### src/rtl/nvm_arb_pkg.sv
package nvm_arb_pkg;
    typedef enum logic [1:0] {
        ST_INTERNAL = 2'd0,
        ST_HOST     = 2'd1,
        ST_IDLE     = 2'd2
    } arb_state_e;
endpackage

### src/rtl/dc_debounce.sv
module dc_debounce #(
    parameter int DEB_CYCLES = 8
) (
    input  logic clk,
    input  logic rst_n,
    input  logic raw_in,
    output logic level_out
);
    localparam int CW = $clog2(DEB_CYCLES + 1);

    typedef struct packed {
        logic          s1;
        logic          s2;
        logic          lvl;
        logic [CW-1:0] cnt;
    } deb_t;

    deb_t d, q;

    always_comb begin
        d    = q;
        d.s1 = raw_in;
        d.s2 = q.s1;
        if (q.s2 != q.lvl) begin
            if (q.cnt == CW'(DEB_CYCLES - 1)) begin
                d.lvl = q.s2;
                d.cnt = '0;
            end else begin
                d.cnt = q.cnt + 1'b1;
            end
        end else begin
            d.cnt = '0;
        end
    end

    always_ff @(posedge clk or negedge rst_n) begin
        if (!rst_n) q <= '0;
        else        q <= d;
    end

    assign level_out = q.lvl;

    AST_DEB_FOLLOWS_SYNC: assert property (@(posedge clk) disable iff (!rst_n)
        (q.lvl != $past(q.lvl)) |-> (q.lvl == $past(q.s2)));
endmodule

### src/rtl/rf_gate.sv
module rf_gate #(
    parameter int NUM_PORTS = 2
) (
    input  logic                 kill,
    input  logic                 dc_ok,
    input  logic                 dc_rf_en,
    input  logic [NUM_PORTS-1:0] port_dis,
    output logic [NUM_PORTS-1:0] port_en
);
    logic global_ok;

    always_comb begin
        global_ok = 1'b1;
        if (kill)                     global_ok = 1'b0;
        else if (dc_ok && !dc_rf_en)  global_ok = 1'b0;
    end

    for (genvar i = 0; i < NUM_PORTS; i++) begin : g_port
        assign port_en[i] = global_ok & ~port_dis[i];
    end
endmodule

### src/rtl/arb_fsm.sv
module arb_fsm
    import nvm_arb_pkg::*;
(
    input  logic clk,
    input  logic rst_n,
    input  logic i2c_addr_match,
    input  logic i2c_stop,
    input  logic i2c_start_nomatch,
    input  logic i2c_wr_req,
    input  logic rf_cmd_done,
    input  logic rf_cmd_is_write,
    input  logic int_done,
    input  logic rf_any_en,
    output logic gnt_internal,
    output logic gnt_i2c,
    output logic gnt_rf,
    output logic rf_write_q
);
    typedef struct packed {
        arb_state_e state;
        logic       wr_pend;
        logic       rf_wr;
    } fsm_t;

    fsm_t d, q;
    logic host_end;

    assign host_end = i2c_stop | i2c_start_nomatch;

    always_comb begin
        d = q;
        case (q.state)
            ST_INTERNAL: begin
                if (int_done) begin
                    d.state = ST_IDLE;
                    d.rf_wr = 1'b0;
                end
            end
            ST_IDLE: begin
                if (i2c_addr_match) begin
                    d.state   = ST_HOST;
                    d.wr_pend = 1'b0;
                end else if (rf_cmd_done && rf_any_en) begin
                    d.state = ST_INTERNAL;
                    d.rf_wr = rf_cmd_is_write;
                end
            end
            ST_HOST: begin
                if (i2c_wr_req) d.wr_pend = 1'b1;
                if (host_end) begin
                    d.state   = (q.wr_pend || i2c_wr_req) ? ST_INTERNAL : ST_IDLE;
                    d.wr_pend = 1'b0;
                    d.rf_wr   = 1'b0;
                end
            end
            default: d.state = ST_INTERNAL;
        endcase
    end

    always_ff @(posedge clk or negedge rst_n) begin
        if (!rst_n) begin
            q.state   <= ST_INTERNAL;
            q.wr_pend <= 1'b0;
            q.rf_wr   <= 1'b0;
        end else begin
            q <= d;
        end
    end

    assign gnt_internal = (q.state == ST_INTERNAL);
    assign gnt_i2c      = (q.state == ST_HOST);
    assign gnt_rf       = (q.state == ST_IDLE) && rf_any_en;
    assign rf_write_q   = q.rf_wr;

    AST_ONE_GRANT: assert property (@(posedge clk) disable iff (!rst_n)
        $onehot0({gnt_internal, gnt_i2c, gnt_rf}));
    AST_INTERNAL_HOLD: assert property (@(posedge clk) disable iff (!rst_n)
        (gnt_internal && !int_done) |=> gnt_internal);
    AST_HOST_WINS: assert property (@(posedge clk) disable iff (!rst_n)
        ((q.state == ST_IDLE) && i2c_addr_match) |=> gnt_i2c);
    AST_HOST_HOLD: assert property (@(posedge clk) disable iff (!rst_n)
        (gnt_i2c && !host_end) |=> gnt_i2c);
    AST_HOST_WRITE_END: assert property (@(posedge clk) disable iff (!rst_n)
        (gnt_i2c && host_end && (q.wr_pend || i2c_wr_req)) |=> gnt_internal);
    AST_RF_BLOCKED: assert property (@(posedge clk) disable iff (!rst_n)
        ((q.state == ST_IDLE) && !rf_any_en && !i2c_addr_match) |=> (q.state == ST_IDLE));
endmodule

### src/rtl/nvm_port_arbiter.sv
module nvm_port_arbiter #(
    parameter int NUM_RF_PORTS = 2,
    parameter int DEB_CYCLES   = 8
) (
    input  logic                    clk,
    input  logic                    rst_n,
    input  logic                    i2c_addr_match,
    input  logic                    i2c_stop,
    input  logic                    i2c_start_nomatch,
    input  logic                    i2c_wr_req,
    input  logic                    rf_cmd_done,
    input  logic                    rf_cmd_is_write,
    input  logic                    int_done,
    input  logic                    nvm_wr_busy,
    input  logic                    dc_present_raw,
    input  logic                    cfg_kill,
    input  logic                    cfg_dc_rf_en,
    input  logic [NUM_RF_PORTS-1:0] cfg_port_dis,
    input  logic                    cfg_wake_en,
    output logic                    gnt_internal,
    output logic                    gnt_i2c,
    output logic                    gnt_rf,
    output logic [NUM_RF_PORTS-1:0] rf_port_en,
    output logic                    scl_pull_low
);
    logic dc_ok;
    logic rf_write_q;
    logic rf_any_en;

    dc_debounce #(.DEB_CYCLES(DEB_CYCLES)) u_deb (
        .clk       (clk),
        .rst_n     (rst_n),
        .raw_in    (dc_present_raw),
        .level_out (dc_ok)
    );

    rf_gate #(.NUM_PORTS(NUM_RF_PORTS)) u_gate (
        .kill     (cfg_kill),
        .dc_ok    (dc_ok),
        .dc_rf_en (cfg_dc_rf_en),
        .port_dis (cfg_port_dis),
        .port_en  (rf_port_en)
    );

    assign rf_any_en = |rf_port_en;

    arb_fsm u_fsm (
        .clk               (clk),
        .rst_n             (rst_n),
        .i2c_addr_match    (i2c_addr_match),
        .i2c_stop          (i2c_stop),
        .i2c_start_nomatch (i2c_start_nomatch),
        .i2c_wr_req        (i2c_wr_req),
        .rf_cmd_done       (rf_cmd_done),
        .rf_cmd_is_write   (rf_cmd_is_write),
        .int_done          (int_done),
        .rf_any_en         (rf_any_en),
        .gnt_internal      (gnt_internal),
        .gnt_i2c           (gnt_i2c),
        .gnt_rf            (gnt_rf),
        .rf_write_q        (rf_write_q)
    );

    assign scl_pull_low = gnt_internal & rf_write_q & cfg_wake_en & ~dc_ok & nvm_wr_busy;

    AST_KILL_OFF: assert property (@(posedge clk) disable iff (!rst_n)
        cfg_kill |-> (rf_port_en == '0));
    AST_DC_OFF: assert property (@(posedge clk) disable iff (!rst_n)
        (dc_ok && !cfg_dc_rf_en) |-> (rf_port_en == '0));
    AST_WAKE_SCOPE: assert property (@(posedge clk) disable iff (!rst_n)
        scl_pull_low |-> (gnt_internal && nvm_wr_busy && !dc_ok));
endmodule

### config.mk
export PLATFORM = sky130hd
export DESIGN_NAME = nvm_port_arbiter
export DESIGN_NICKNAME = d
export VERILOG_FILES = /design/src/rtl/nvm_arb_pkg.sv /design/src/rtl/dc_debounce.sv /design/src/rtl/rf_gate.sv /design/src/rtl/arb_fsm.sv /design/src/rtl/nvm_port_arbiter.sv
export SDC_FILE = /design/constraint.sdc
export NUM_CORES = 1
export LEC_CHECK = 0
export BUFFER_PORTS_ARGS = -buffer_cell sky130_fd_sc_hd__buf_2
export CAP_MARGIN = 20
export CORE_AREA = 2 2 46 48
export CTS_CLUSTER_DIAMETER = 60
export CTS_CLUSTER_SIZE = 28
export DETAILED_ROUTE_END_ITERATION = 7
export DIE_AREA = 0 0 48 50
export SLEW_MARGIN = 40
export SYNTH_ARGS = -nofsm -noshare
export SYNTH_HDL_FRONTEND = slang
export SYNTH_SLANG_ARGS = --single-unit
### constraint.sdc
create_clock -name clk -period 5.3 [get_ports clk]
set_clock_uncertainty 0.2 [all_clocks]
set_input_delay 0.265 -clock clk [delete_from_list [all_inputs] [get_ports clk]]
set_output_delay 0.265 -clock clk [all_outputs]
set_load 0.01 [all_outputs]
# Word level (Yosys, flattened, before mapping)
# Index checks and enable logic that the tools add are counted.
[classes] bitwise_logic=10 muxes=17 eq_ne=11 n_reduce_logical=13 add_sub_neg=1
[ops] operator="4-bit 2-to-1 mux" count=3
[ops] operator="2-bit 2-to-1 mux" count=4
[ops] operator="1-bit 2-to-1 mux" count=7
[ops] operator="1-bit bitwise AND" count=6
[ops] operator="2-bit inequality test, second input constant" count=3
[ops] operator="3-bit by 2-bit inequality test with 1-bit output, second input constant" count=2
[ops] operator="2-bit one-hot mux with 3 select lines" count=1
[ops] operator="3-bit AND reduction" count=2
[ops] operator="5-bit AND reduction" count=1
[ops] operator="4-bit by 1-bit adder with 4-bit output, second input constant" count=1
[ops] operator="4-bit by 3-bit equality test with 1-bit output, second input constant" count=1
[ops] operator="2-bit by 1-bit inequality test with 1-bit output, second input constant" count=2
[ops] operator="1-bit logical AND" count=3
[ops] operator="1-bit inverter" count=3
[ops] operator="1-bit one-hot mux with 3 select lines" count=1
[ops] operator="3-bit nonzero test" count=1
[ops] operator="2-bit by 1-bit equality test with 1-bit output, second input constant" count=1
[ops] operator="2-bit equality test, second input constant" count=1
[ops] operator="2-bit zero test" count=1
[ops] operator="1-bit one-hot mux with 2 select lines" count=1
[ops] operator="2-bit AND reduction" count=1
[ops] operator="2-bit nonzero test" count=1
[ops] operator="2-bit OR reduction" count=1
[ops] operator="1-bit zero test" count=1
[ops] operator="other kinds (3)" count=3
[word_totals] out_inout_bits=6 inputBits=16 elab_cells=59 register_bits=11

# Depth between registers and ports, before layout
# Gate-level depths: netlist of the first run.
[logic_depth] ltp_word=10 depth_mapped=6 mapped_depth_nobuf=6

# By module
# Synthesis of the first run repeated with hierarchy kept, for this count alone.
[hier_totals] cells_unflattened=59 hier_area_um2=638.1
[by_module_without_submodules] module="arb_fsm" n_inst=1 area_per_inst_um2=307.8 cells_per_inst=33
[by_module_without_submodules] module="dc_debounce" n_inst=1 area_per_inst_um2=285.3 cells_per_inst=19
[by_module_without_submodules] module="rf_gate" n_inst=1 area_per_inst_um2=23.8 cells_per_inst=3
[by_module_without_submodules] module="nvm_port_arbiter" n_inst=1 area_per_inst_um2=21.3 cells_per_inst=4

# Least setup slack after synthesis of the first run
# No wires, ideal clock.
[synth_timing] path_type="flip-flop to flip-flop" start="register u_fsm.q[3] (netlist bit)" end="register u_fsm.q (netlist bit u_fsm.rf_write_q)" stages_incl_launch_ff=7 slack_ns=3.544 t_required_ns=4.979 arrival_ns=1.435 n_path_buf=0 setup_ns=0.121 path_cell_list="dfrtp_1 -> inv_1 -> ha_1 -> nor3b_2 -> a2111oi_2 -> mux2_4 -> a22o_1"
[synth_via] elab_chain_len=3
[synth_lines] element="start, declared" line="arb_fsm.sv:25" rtl="fsm_t d, q;"
[synth_lines] element="2-bit by 1-bit equality test with 1-bit output *"
[synth_lines] element="via gnt_i2c" line="nvm_port_arbiter.sv:21" rtl="output logic gnt_i2c,"
[synth_lines] element="2-bit by 1-bit inequality test with 1-bit output (no source line) / 3-bit nonzero test (equally long branches)"
[synth_lines] element="5-bit AND reduction (no source line)"
# The timed path passes the listed nets; every way through them passes the cells marked *.
# A chain may end at the register's enable or synchronous reset.

# Worst setup path in the final report of the first run
[layout_timing] start="register u_fsm.q[2] (netlist bit)" end="output port gnt_rf"
[layout_via] elab_chain_len=2
[layout_lines] element="2-bit equality test" line="arb_fsm.sv:72" rtl="assign gnt_rf = (q.state == ST_IDLE) && rf_any_en;"
[layout_lines] element="1-bit logical AND" line="arb_fsm.sv:72"
[layout_lines] element="end, declared" line="nvm_port_arbiter.sv:22" rtl="output logic gnt_rf,"
# Every way passes these cells.

==> summary.txt, run 1 <==
STATUS
--------------------------------------------------------------------------------------
Result of the run                                                            completed

CLOCK TREE
--------------------------------------------------------------------------------------
Number of H-tree branching levels                                                    1
Clock tree from TritonCTS                                                        built
Buffer cell driving the clock tree root                                   sky130_fd_sc_hd__clkbuf_4
Clock slew at the register clock pins of the worst setup and hold paths          70 ps
Clock tree buffer depth                                                              2
Number of instances resized during post-cts repair                                   0
Clk Latency, worst-skew pair                                                    260 ps
TritonCTS Buffers                                                                    3
CTS sink cnt                                                                        11

GRT
--------------------------------------------------------------------------------------
Vias in the first global route                                                     479
Global routing met3 resource utilization                                        0.0549
Busiest grt layer                                                                 met2
GRT Overall Usage                                                                0.118
Met1 track utilization from global routing                                       0.146
Wire length of the first global-routing pass                                   1.99 mm
Pin count of the biggest net entering global routing                                12
Remaining global-route overflow                                                      0
Initial antenna violation count                                                      0
Met2 layer usage reported by global route                                        0.182

PWR
--------------------------------------------------------------------------------------
Total internal power                                                            202 uW
Areal power density over the cells                                         383 nW/um^2
Power share of the combinational group                                           0.438
Clock network power share                                                        0.171
Total leakage power                                                        0.000411 uW
Max IR drop VDD                                                                 186 uV
Switching fraction of total power                                                0.366
Part of the power in registers                                                   0.390
Power spent charging and discharging nets                                       117 uW

ROUTE
--------------------------------------------------------------------------------------
Detailed Route Iter0 Violations                                                      5
Routed wire length                                                             1.16 mm
Pre-Repair DR Iteration Count                                                        3
Final routed DRC violation total                                                     0
Final antenna-violating net count                                                    0
Detail-routed via count per cell                                                  4.65
Count of vias placed by the detailed router                                        530
Avg WL per Cell                                                                10.2 um

YOSYS
--------------------------------------------------------------------------------------
Synth area leaders                                                        sky130_fd_sc_hd__dfrtp_1 43%, sky130_fd_sc_hd__ha_1 9.7%, sky130_fd_sc_hd__a22o_1 4.1%
Main synth FF type                                                        sky130_fd_sc_hd__dfrtp_1
Synth Instances                                                                     60
Asr flop ratio synth                                                              1.00
Largest area contributor in the synthesized netlist                       sky130_fd_sc_hd__dfrtp_1
Count of synthesis-stage warnings from yosys                                         0
Sequential-to-total area share from yosys stat                                   0.426
Fraction of post-synthesis cell area in the top cell type by area                0.426
Post-synthesis cell area                                                      647 um^2
Unique cell type count in the Yosys netlist                                         29
Leading cell types by count after synthesis                               11 x sky130_fd_sc_hd__dfrtp_1, 5 x sky130_fd_sc_hd__ha_1, 5 x sky130_fd_sc_hd__nor2_1, 5 x sky130_fd_sc_hd__nor3_1, 4 x sky130_fd_sc_hd__nand2_1
Cell with the most instances after synthesis                              sky130_fd_sc_hd__dfrtp_1
Avg Inst Size Synth                                                          10.8 um^2
Number of enable flip-flop cells after synthesis                                     0
Net Count, Synth                                                                    81
Post-synthesis register bit count                                                   11

PLACE
--------------------------------------------------------------------------------------
Placer Congestion                                                                0.751
Number of buffers added on ports                                                    21
Placed standard-cell area                                                     786 um^2
Post-DP HPWL                                                                    950 um

DIE
--------------------------------------------------------------------------------------
I/O Pins                                                                            22
Die ar.                                                                      2400 um^2
Std cell rows                                                                       16
Initial standard-cell utilization of the core                                    0.340
Die Span Y                                                                       50 um
Core box area                                                                1900 um^2
Die boundary width                                                               48 um

STA
--------------------------------------------------------------------------------------
Post-layout minimum cycle time                                                 1820 ps
Unrepaired setup endpoints after global routing                                     no
Relative max-transition margin                                                   0.772
Fin. max-slew vios                                                                   0
Final hold slack                                                                143 ps
FMAX                                                                           548 MHz
Sum of negative setup slack                                                       0 ps
Number of setup violations in the final report                                       0
Slew @ Worst Pin                                                                340 ps
Part of the cycle the worst path needs                                           0.344
Number of endpoints with negative hold slack in the final report                     0

WORST HOLD PATH
--------------------------------------------------------------------------------------
Path class of the lowest-slack min-delay path                             input pin to flip-flop

SETUP PATH
--------------------------------------------------------------------------------------
Category of the worst setup path launch point                                flip-flop
Endpoint kind of the worst setup timing path                               output port
Critical path class                                                       flip-flop to output port
Maximum fanout count along the critical path                                         5
CP arrival                                                                     1360 ps
Critical path data required time                                               4840 ps

LAYOUT
--------------------------------------------------------------------------------------
Inserted Diodes                                                                      0
Total non-filler cell area in the finished layout                             832 um^2
Area Growth Syn to Fin                                                           28.6%
Number of nets at the end of the flow                                              109
Layout cells sized above 1                                                       0.356

RUN
--------------------------------------------------------------------------------------
Max-cap violations                                                                   0

==> cell usage in the layout, fill, tap and decap left out, drive strengths merged, types with 2 or more instances in the layout <==
cell and n:
a21oi 2, a22o 3, buf 21, clkbuf 4
dfrtp 11, dlygate4sd3 2, ha 5, inv 3
mux2 2, nand2 4, nor2 5, nor3 5
nor3b 2, o21ai 2, xnor2 2
==> sequential cells by signal (all words and copies together), names as in the netlist <==
name / cells
u_deb.q: 5
u_fsm.q: 3
u_deb.d: 1
u_deb.level_out: 1
u_fsm.rf_write_q: 1
==> power by group through the flow <==
stage	sequential [uW]	clock (uW)	combinational (uW)
6_report	125	54.5	140
5_1_grt	129	63.5	158
4_1_cts	125	57.3	143
3_5_place_dp	126	0	140
3_3_place_gp	125	0	141
2_1_floorplan	122	0	103
==> per-stage QoR <==
stage / std cells / power, uW / worst slack, ps / util
detailed placement: 108 / 266 / 3490 / 0.413
finish: 114 / 319 / 3480 / 0.438
CTS: 114 / 325 / 3450 / 0.438
global route: 114 / 350 / 3310 / 0.438
floorplan: 60 / 225 / 3540 / -
global placement: 108 / 266 / 3540 / 0.413
==> per-layer routing <==
metal,share of wire,vias up
li1,-,270
met1,0.48,244
met2,0.47,16
met3,0.052,0
met4,0,0
met5,0,-
==> area by class of cell <==
type / instances / area [um^2]
Fill cell: 196 / 1070
Timing Repair Buffer: 23 / 125
Sequential cell: 11 / 275
Multi-Input combinational cell: 46 / 360
Clock buffer: 4 / 26.3
Tap cell: 27 / 33.8
Inverter: 3 / 11.3
==> path summary, 6_finish.rpt <==
path	start	endpoint	slack, ps	cells after the start
worst max register to register	u_fsm.q[3]$_DFFE_PN0P_	u_fsm.rf_write_q$_DFFE_PN0P_	3510	6
min in group asynchronous	rst_n	u_deb.q[0]$_DFF_PN0_	190	2
max in group asynchronous	rst_n	u_fsm.q[2]$_DFFE_PN0P_	4510	2
worst min register to register	u_deb.d[5]$_DFF_PN0_	u_deb.q[5]$_DFF_PN0_	150	0
worst max-delay path	u_fsm.q[2]$_DFFE_PN0P_	gnt_rf	3480	5
worst min-delay path	i2c_wr_req	u_fsm.q[1]$_DFFE_PN0P_	140	3
==> cells by family (layout without fill, tap and decap cells) <==
| group | count (synthesis) | count (layout) | share of synthesized area |
|---|---|---|---|
| AOI/OAI and AO/OA | 11 | 11 | 0.133 |
| xor gates and xnor gates | 2 | 2 | 0.0271 |
| adders and majority gates | 5 | 5 | 0.0967 |
| buffers and inverters | 3 | 30 | 0.0174 |
| DFF | 11 | 11 | 0.426 |
| muxes | 3 | 3 | 0.0561 |
| and+or+nand+nor | 25 | 25 | 0.244 |
==> worst max-delay path, cell delays in order, from the launching register on <==
cell and delay (ps):
sky130_fd_sc_hd__dfrtp_1 410, sky130_fd_sc_hd__inv_1 90, sky130_fd_sc_hd__ha_1 240, sky130_fd_sc_hd__nand2_1 70
sky130_fd_sc_hd__nor3_1 130, sky130_fd_sc_hd__buf_2 150
==> timing repair <==
action                                 4_1_cts  5_1_grt
endpoints found under the hold margin       12        0
setup buffers                                0        0
hold buffers                                 2        0
No activity file was read; power rests on OpenSTA's default activity.
==> run 2: changes to the inputs <==
Clock period 5.3 ns to 1.6 ns, I/O delays scaled along.
==> run 2 against run 1 <==
Against the previous run:
- the run now ends with negative setup slack left
- sequential power increased to 3.2 times the previous value
- register-to-register slack worse by 3600 ps
- hold slack worse by 88 ps
==> summary.txt, run 2 (synthesis results as in run 1) <==
STATUS
--------------------------------------------------------------------------------------
Result of the run                                                         finished, violations left
Violations in the final reports                                           negative setup slack

CLOCK TREE
--------------------------------------------------------------------------------------
Clock tree buffer depth                                                              2
Clock tree from TritonCTS                                                        built
TritonCTS Buffers                                                                    3
Number of H-tree branching levels                                                    1
Buffer cell driving the clock tree root                                   sky130_fd_sc_hd__clkbuf_4
CTS sink cnt                                                                        11
Clock slew at the register clock pins of the worst setup and hold paths          90 ps
Clk Latency, worst-skew pair                                                    280 ps

PLACE
--------------------------------------------------------------------------------------
Placed standard-cell area                                                     878 um^2
Placer Congestion                                                                0.735
Number of buffers added on ports                                                    21
Post-DP HPWL                                                                   1.06 mm

PWR
--------------------------------------------------------------------------------------
Total internal power                                                            905 uW
Areal power density over the cells                                        1350 nW/um^2
Clock network power share                                                        0.145
Power spent charging and discharging nets                                       505 uW
Part of the power in registers                                                   0.284
Power Total                                                                    1410 uW
Switching fraction of total power                                                0.358
Power share of the combinational group                                           0.571
Max IR drop VDD                                                                 684 uV
Total leakage power                                                        0.000502 uW

SETUP PATH
--------------------------------------------------------------------------------------
List of cells traversed by the critical path                              buf_6 > ha_4 > nor3b_4 > a2111oi_2 > mux2_4 > a22o_1
Category of the worst setup path launch point                                flip-flop
Critical path class                                                       flip-flop to flip-flop
Family with the most delay on the worst path                              compound AO/OA/AOI/OAI gates
Reg2Reg Setup Slack                                                            -120 ps
Reg-to-reg endpoint                                                       u_fsm.rf_write_q$_DFFE_PN0P_
Maximum fanout count along the critical path                                         3
Endpoint kind of the worst setup timing path                                 flip-flop
Crit Reg-Reg Startpoint                                                   u_fsm.q[2]$_DFFE_PN0P_
Worst path max stage delay                                                      410 ps
Total buffers and inverters traversed by the critical path                           1
Reg2Reg Depth                                                                        6
CP arrival                                                                     1750 ps
Critical path data required time                                               1630 ps
CP max-delay cell                                                         sky130_fd_sc_hd__dfrtp_1

DIE
--------------------------------------------------------------------------------------
Die ar.                                                                      2400 um^2
Std cell rows                                                                       16
Die boundary width                                                               48 um
I/O Pins                                                                            22
Initial standard-cell utilization of the core                                    0.340
Core box area                                                                1900 um^2
Die Span Y                                                                       50 um

ROUTE
--------------------------------------------------------------------------------------
Final routed DRC violation total                                                     0
Detailed Route Iter0 Violations                                                      7
Avg WL per Cell                                                                11.7 um
Detail-routed via count per cell                                                  4.67
Pre-Repair DR Iteration Count                                                        4
Count of vias placed by the detailed router                                        612
Final antenna-violating net count                                                    0
Routed wire length                                                             1.54 mm

LAYOUT
--------------------------------------------------------------------------------------
Filler cell count                                                                  165
Register containing the most flip-flops in the final layout                    u_deb.q
Number of flip-flops in the largest register                                         5
Most frequent standard cell in the layout excluding fill and tap cells    sky130_fd_sc_hd__buf_2
Layout cells sized above 1                                                       0.490
Largest registers ranked by flip-flop count                               u_deb.q: 5 flops, u_fsm.q: 3 flops
Combined area of the multi-input logic cells                                  415 um^2
FF+latch area                                                                 275 um^2
Inserted Diodes                                                                      0
Area Growth Syn to Fin                                                           61.5%
Leading cell types in the layout, fill and taps excluded                  20 x sky130_fd_sc_hd__buf_2, 11 x sky130_fd_sc_hd__dfrtp_1, 9 x sky130_fd_sc_hd__buf_4
Number of nets at the end of the flow                                              126
Total non-filler cell area in the finished layout                            1040 um^2

GRT
--------------------------------------------------------------------------------------
GRT Overall Usage                                                                0.149
Pin count of the biggest net entering global routing                                 7
Vias in the first global route                                                     616
Remaining global-route overflow                                                      0
Initial antenna violation count                                                      0
Wire length of the first global-routing pass                                   2.48 mm

STA
--------------------------------------------------------------------------------------
Number of setup violations in the final report                                       4
Relative max-transition margin                                                   0.767
Unrepaired setup endpoints after global routing                                    yes
FMAX                                                                           581 MHz
Number of endpoints with negative hold slack in the final report                     0
Final hold slack                                                               54.4 ps
Final worst slack                                                              -122 ps
Slew @ Worst Pin                                                                348 ps
Post-layout minimum cycle time                                                 1720 ps
Part of the cycle the worst path needs                                            1.08
Fin. max-slew vios                                                                   0

WORST HOLD PATH
--------------------------------------------------------------------------------------
Path class of the lowest-slack min-delay path                             input pin to flip-flop
Worst Hold Path Cells                                                                4
Hold Startpoint                                                           i2c_addr_match
Min-Delay Endpoint                                                        u_fsm.q[2]$_DFFE_PN0P_

RUN
--------------------------------------------------------------------------------------
Max-cap violations                                                                   0

[run 2: area by class of cell]
| cell class | count | area share |
|---|---|---|
| multi-input combinational | 46 | 0.398 |
| timing repair buffer | 40 | 0.271 |
| sequential | 11 | 0.263 |
| tap | 27 | 0.0323 |
| clock buffer | 4 | 0.0251 |
| inverter | 3 | 0.0108 |
[run 2: worst max-delay path by stage]
stage                           start                      endpoint  slack [ps]  cells past startpoint
2_1_floorplan  u_fsm.q[3]$_DFFE_PN0P_  u_fsm.rf_write_q$_DFFE_PN0P_         -60                      6
3_5_place_dp   u_fsm.q[2]$_DFFE_PN0P_  u_fsm.rf_write_q$_DFFE_PN0P_         -80                      6
5_1_grt        u_fsm.q[2]$_DFFE_PN0P_  u_fsm.rf_write_q$_DFFE_PN0P_        -190                      6
6_report       u_fsm.q[2]$_DFFE_PN0P_  u_fsm.rf_write_q$_DFFE_PN0P_        -120                      6
3_3_place_gp   u_fsm.q[3]$_DFFE_PN0P_  u_fsm.rf_write_q$_DFFE_PN0P_         -70                      6
4_1_cts        u_fsm.q[2]$_DFFE_PN0P_  u_fsm.rf_write_q$_DFFE_PN0P_        -110                      6
[run 2: what timing repair did]
| action | 4_1_cts | 5_1_grt |
|---|---|---|
| hold buffers | 7 | 0 |
| hold endpoints to repair | 14 | 0 |
| pin swaps | 3 | 4 |
| endpoints found under the setup margin | 5 | 6 |
| setup buffers | 1 | 2 |
| gates resized for setup | 5 | 5 |
[run 2: per-layer routing]
| metal | track usage | share of wire | vias up |
|---|---|---|---|
| li1 | - | - | 305 |
| met1 | 0.179 | 0.45 | 287 |
| met2 | 0.236 | 0.49 | 16 |
| met3 | 0.0220 | 0.038 | 4 |
| met4 | 0.0946 | 0.021 | 0 |
| met5 | 0 | 0 | - |
[run 2: power by group through the flow]
stage | clock (uW) | combinational (uW) | sequential, uW
after floorplan | 0 | 370 | 409
after global placement | 0 | 633 | 406
after global routing | 223 | 890 | 413
after detailed placement | 0 | 634 | 410
final | 204 | 805 | 400
after CTS | 212 | 710 | 400
[run 2: per-stage QoR]
step           cells  worst slack (ps)  TNS [ps]  utilization
2_1_floorplan     60             -59.4     -59.4            -
3_3_place_gp     117             -70.2     -70.2        0.462
3_5_place_dp     117             -81.0     -87.4        0.462
4_1_cts          129              -108      -351        0.527
5_1_grt          131              -189      -805        0.549
6_report         131              -122      -371        0.549
[run 2: tightest hold or removal path: cells and delay by family]
family	cells	cell delay, ps
buf+inv	1	120
simple gates	2	100
compound gates	1	190
